==> src/rtl/mr12_pkg.sv <==
package mr12_pkg;
  localparam int unsigned STAGES = 4;
  localparam int unsigned DLY_W  = 4;
  localparam int unsigned MSB    = STAGES - 1;
  typedef logic [STAGES-1:0] count_t;
  typedef logic [STAGES*DLY_W-1:0] dly_vec_t;
endpackage

==> src/rtl/mr12_reset_sync.sv <==
module mr12_reset_sync (
  input  logic clk,
  input  logic rst_n,
  output logic rst_sync_n
);
  logic meta_q;
  logic sync_q;

  always_ff @(posedge clk or negedge rst_n) begin
    if (!rst_n) begin
      meta_q <= 1'b0;
      sync_q <= 1'b0;
    end else begin
      meta_q <= 1'b1;
      sync_q <= meta_q;
    end
  end

  assign rst_sync_n = sync_q;
endmodule

==> src/rtl/mr12_toggle_stage.sv <==
module mr12_toggle_stage #(
  parameter int unsigned DLY = 1
) (
  input  logic clk,
  input  logic rst_n,
  input  logic clk_lvl,
  input  logic clr,
  output logic q
);
  logic           lvl_q;
  logic           state_q;
  logic           state_d;
  logic           state_en;
  logic           fall;
  logic [DLY-1:0] pipe_q;
  logic [DLY-1:0] pipe_d;

  // falling edge of this stage's own clock source
  assign fall     = lvl_q & ~clk_lvl;
  assign state_en = clr | fall;

  always_comb begin
    if (clr) state_d = 1'b0;
    else     state_d = ~state_q;
  end

  // output lag line: state reaches q after DLY cycles
  generate
    if (DLY == 1) begin : g_one
      assign pipe_d = state_q;
    end else begin : g_many
      assign pipe_d = {pipe_q[DLY-2:0], state_q};
    end
  endgenerate

  always_ff @(posedge clk or negedge rst_n) begin
    if (!rst_n) begin
      lvl_q   <= 1'b0;
      state_q <= 1'b0;
      pipe_q  <= '0;
    end else begin
      lvl_q  <= clk_lvl;
      pipe_q <= pipe_d;
      if (state_en) state_q <= state_d;
    end
  end

  assign q = pipe_q[DLY-1];
endmodule

==> src/rtl/mr12_clear_latch.sv <==
module mr12_clear_latch
  import mr12_pkg::*;
(
  input  logic   clk,
  input  logic   rst_n,
  input  count_t q,
  input  logic   pulse_lvl,
  output logic   clr,
  output logic   hold
);
  logic term;
  logic idle;
  logic hold_q;
  logic hold_d;

  // only the two top bits are decoded; 12..15 all trigger
  assign term = q[MSB] & q[MSB-1];
  assign idle = (q == '0) & ~pulse_lvl;

  always_comb begin
    hold_d = hold_q;
    if (term)      hold_d = 1'b1;
    else if (idle) hold_d = 1'b0;
  end

  always_ff @(posedge clk or negedge rst_n) begin
    if (!rst_n) hold_q <= 1'b0;
    else        hold_q <= hold_d;
  end

  assign clr  = term | hold_q;
  assign hold = hold_q;
endmodule

==> src/rtl/mr12_ripple_counter.sv <==
module mr12_ripple_counter
  import mr12_pkg::*;
#(
  parameter dly_vec_t STAGE_DLY = {4'd4, 4'd1, 4'd3, 4'd2}
) (
  input  logic                clk,
  input  logic                rst_n,
  input  logic                pulse_in,
  output logic [STAGES-1:0]   count,
  output logic                div12
);
  logic   rst_sync_n;
  count_t q_w;
  count_t src_w;
  logic   clr_w;
  logic   hold_w;

  mr12_reset_sync u_rst (
    .clk        (clk),
    .rst_n      (rst_n),
    .rst_sync_n (rst_sync_n)
  );

  // each stage is clocked by the stage below; the first by the pulse input
  assign src_w = {q_w[STAGES-2:0], pulse_in};

  generate
    for (genvar i = 0; i < STAGES; i++) begin : g_stage
      localparam int unsigned DLY_I = int'(STAGE_DLY[i*DLY_W +: DLY_W]);
      mr12_toggle_stage #(.DLY(DLY_I)) u_tff (
        .clk     (clk),
        .rst_n   (rst_sync_n),
        .clk_lvl (src_w[i]),
        .clr     (clr_w),
        .q       (q_w[i])
      );
    end
  endgenerate

  mr12_clear_latch u_hold (
    .clk       (clk),
    .rst_n     (rst_sync_n),
    .q         (q_w),
    .pulse_lvl (pulse_in),
    .clr       (clr_w),
    .hold      (hold_w)
  );

  assign count = q_w;
  assign div12 = q_w[MSB];
endmodule

==> config.mk <==
export PLATFORM = sky130hd
export DESIGN_NAME = mr12_ripple_counter
export DESIGN_NICKNAME = d
export VERILOG_FILES = /design/src/rtl/mr12_pkg.sv /design/src/rtl/mr12_reset_sync.sv /design/src/rtl/mr12_toggle_stage.sv /design/src/rtl/mr12_clear_latch.sv /design/src/rtl/mr12_ripple_counter.sv
export SDC_FILE = /design/constraint.sdc
export NUM_CORES = 1
export LEC_CHECK = 0
export ABC_AREA = 1
export BUFFER_PORTS_ARGS = -buffer_cell sky130_fd_sc_hd__clkbuf_2
export CAP_MARGIN = 20
export CORE_AREA = 5 5 57 59
export CTS_BUF_LIST = sky130_fd_sc_hd__clkbuf_16
export DETAILED_ROUTE_END_ITERATION = 10
export DIE_AREA = 0 0 62 64
export HOLD_SLACK_MARGIN = 0.1
export PLACE_DENSITY = 0.4
export SYNTH_ARGS = -nofsm -noshare
export SYNTH_HDL_FRONTEND = slang
export SYNTH_HIERARCHICAL = 1
export SYNTH_SLANG_ARGS = --single-unit
==> constraint.sdc <==
create_clock -name clk -period 0.8 [get_ports clk]
set_input_delay 0.08 -clock clk [delete_from_list [all_inputs] [get_ports clk]]
set_output_delay 0.08 -clock clk [all_outputs]
set_load 0.1 [all_outputs]
==> impl_metrics.ini <==
[outcome]
status = finished with violations
violations = negative setup slack

[place]
port-buffer-count = 7
place_inst = 96
placed_area_um2 = 895
pre_cts_slack_ps = -184
post-dp-hpwl_um = 714
routabilityCongestion = 0.678

[detailed_routing]
postRouteWirelength_um = 1110
drc = 0
drt_first_pass_iters = 3
postRouteAntennaNets = 0
drtIter0Drc = 2
avgViaCountPerCell = 3.91
vias = 414
drt-wirelength-per-cell_um = 10.4

[synthesis]
synthesis.nets = 57
netlist_area_um2 = 688
synth_cells = 54
synth_top_cell_by_area = dfrtp_1
ys_types = 10
yosysTopAreaCellShare_pct = 76.4
synth_warnings = 6
synth_area_per_cell_um2 = 12.7
synth.area.top_cells = dfrtp_1 (76%), nand3_2 (5.8%), inv_1 (5.5%)
ys_seq_area_share_pct = 76.4
ys_ff_latch = 21

[timing]
fin_crit_sh_pct = 139
clock_skew_ps = 3.25
period_minus_slack_ps = 1110
fin_ws_ps = -310
drv_slew = 0
max_clock_freq_ghz = 0.901
hold_violations = 0
setup-tns-final_ps = -2570
setup_violations = 10
holdWs_ps = 140
rsz0062_at_grt = yes

[critical_path]
cp_num_cells = 2
cpLargestDelayFamily = flip-flops
regToRegStartpoint = g_stage[0].u_tff/pipe_q[1]
critPathArrivalTime_ps = 1030
crit_start = g_stage[3].u_tff/pipe_q[3]
r2r_cells = 6
slowest_delay_ps = 490
critical_path_buf_inv_count = 2
ff2ff_setup_slack_ps = -270
required_ps = 720
slowest_stage = dfrtp_4
reg2reg_to = u_hold/hold
cp-endpoint = div12
path_class = flop to primary output
worst-path-max-fanout = 3
cp-end-kind = primary output
critPathLaunchType = flop
crit_chain = buf_6 > buf_12

[clock_network]
cts_root_buf = clkbuf_16
cts_tree = yes
cts.clk_slew.worst_paths_ps = 60
clock_sinks = 21
max-clock-path-buffers = 2
htree_num_levels = 1
numCtsBuffers = 3
clk_latency_ps = 250

[layout]
fin_nets = 79
final_layout_size_suffix_gt1_share_pct = 41.3
fillCellCount = 271
fin_cells = 106
final_area_mm2 = 0.00105
area_growth_syn_to_layout_pct = 52.9
num_antenna_cells = 0

[flow_run]
max_cap_violations = 0

[global_routing]
grt_usage_pct = 7.10
antenna_found_initial = 0
grt_overflow = 0
grt_max_degree = 20
grt_pass1_vias = 422
grt_pass1_wl_um = 1970

[floorplanning]
initial_utilization_pct = 25.8
core_area_mm2 = 0.00266
fp.dieH_um = 64
num_io_pins = 8
die-width_um = 62
die_area_mm2 = 0.00397
row_count = 19

[min_path]
min_path_type = input pin to asynchronous set/reset pin

[pwr]
p_leak_nw = 0.514
cellPowerDensity_mw_per_mm2 = 4670
ir_worst_vdd_uv = 2430
## synth_stat cells, drive strengths merged
library cell	n
nand3	5
buf	1
nor2	6
a21o	1
conb	1
dfrtp	21
inv	10
a21oi	4
nand2	5
## layer usage
layer	vias to the layer above	share of wire [%]	wire length (µm)	track usage, %
li1	202	-	-	-
met5	-	0	0	0
met2	7	49	542	10.1
met3	2	6.2	69	4.83
met1	203	43	479	8.10
met4	0	1.5	17	3.18
## area by class of cell
type                            count  area [µm²]  area share, %
Sequential cell                    21         541           51.4
Timing Repair Buffer               18         233           22.1
Multi-Input combinational cell     22         123           11.7
Clock buffer                        3        75.1           7.13
Tap cell                           31        38.8           3.69
Inverter                           10        37.5           3.57
Clock inverter                      1        5.00          0.476
## worst min-delay path by stage
| stage | startpoint | to | slack (ps) | cells past startpoint |
|---|---|---|---|---|
| finish | rst_n | u_rst/rst_sync_n | 140 | 2 |
| global route | rst_n | u_rst/rst_sync_n | 140 | 2 |
| CTS | rst_n | u_rst/meta_q | 130 | 2 |
| detailed placement | rst_n | u_rst/rst_sync_n | -130 | 1 |
| global placement | rst_n | u_rst/meta_q | -130 | 1 |
| floorplan | rst_n | u_rst/meta_q | -220 | 0 |
## cells in the final DEF (no fill, tap or decap)
master,n
a21o_1,1
a21oi_1,4
buf_12,6
buf_4,2
buf_6,6
clkbuf_16,3
clkbuf_2,2
clkinv_2,1
conb_1,1
dfrtp_1,17
dfrtp_4,4
dlygate4sd3_1,2
inv_1,9
inv_2,1
nand2_1,5
nand3_1,1
nand3_2,4
nor2_1,4
nor2_2,2
## per-stage QoR
stage          utilization (%)  total power [W]
6_report                  39.5          0.00492
5_1_grt                   39.5          0.00520
4_1_cts                   39.5          0.00497
3_5_place_dp              33.6          0.00365
3_3_place_gp              33.6          0.00364
2_1_floorplan                -          0.00286
## kinds of logic after synthesis
group / synth area share [%]
DFF: 76.4
buffers and inverters: 6.55
other: 0.545
and+or+nand+nor: 12.5
AOI/OAI and AO/OA: 4.00
## flip-flops by register name (all words and copies together) (netlist names)
name                   count
g_stage.u_tff/pipe_q       9
g_stage.u_tff/pipe_d       1
g_stage.u_tff/state_q      3
u_hold/hold                1
u_rst/meta_q               1
g_stage.u_tff/lvl_q        4
u_rst/rst_sync_n           1
g_stage.u_tff/q            1
## report_power, final
group	switching (W)	leakage (nW)	internal, W
Clock	0.000355	0.0409	0.000670
Sequential	0.000260	0.260	0.00150
Combinational	0.00121	0.213	0.000924
Total	0.00182	0.514	0.00310
## timing repair
| action | 4_1_cts | 5_1_grt |
|---|---|---|
| hold endpoints to repair | 3 | 0 |
| gates resized for setup | 9 | 0 |
| endpoints found under the setup margin | 10 | 10 |
| setup buffers | 4 | 0 |
| hold buffers | 2 | 0 |
No activity file was read; power rests on OpenSTA's default activity.
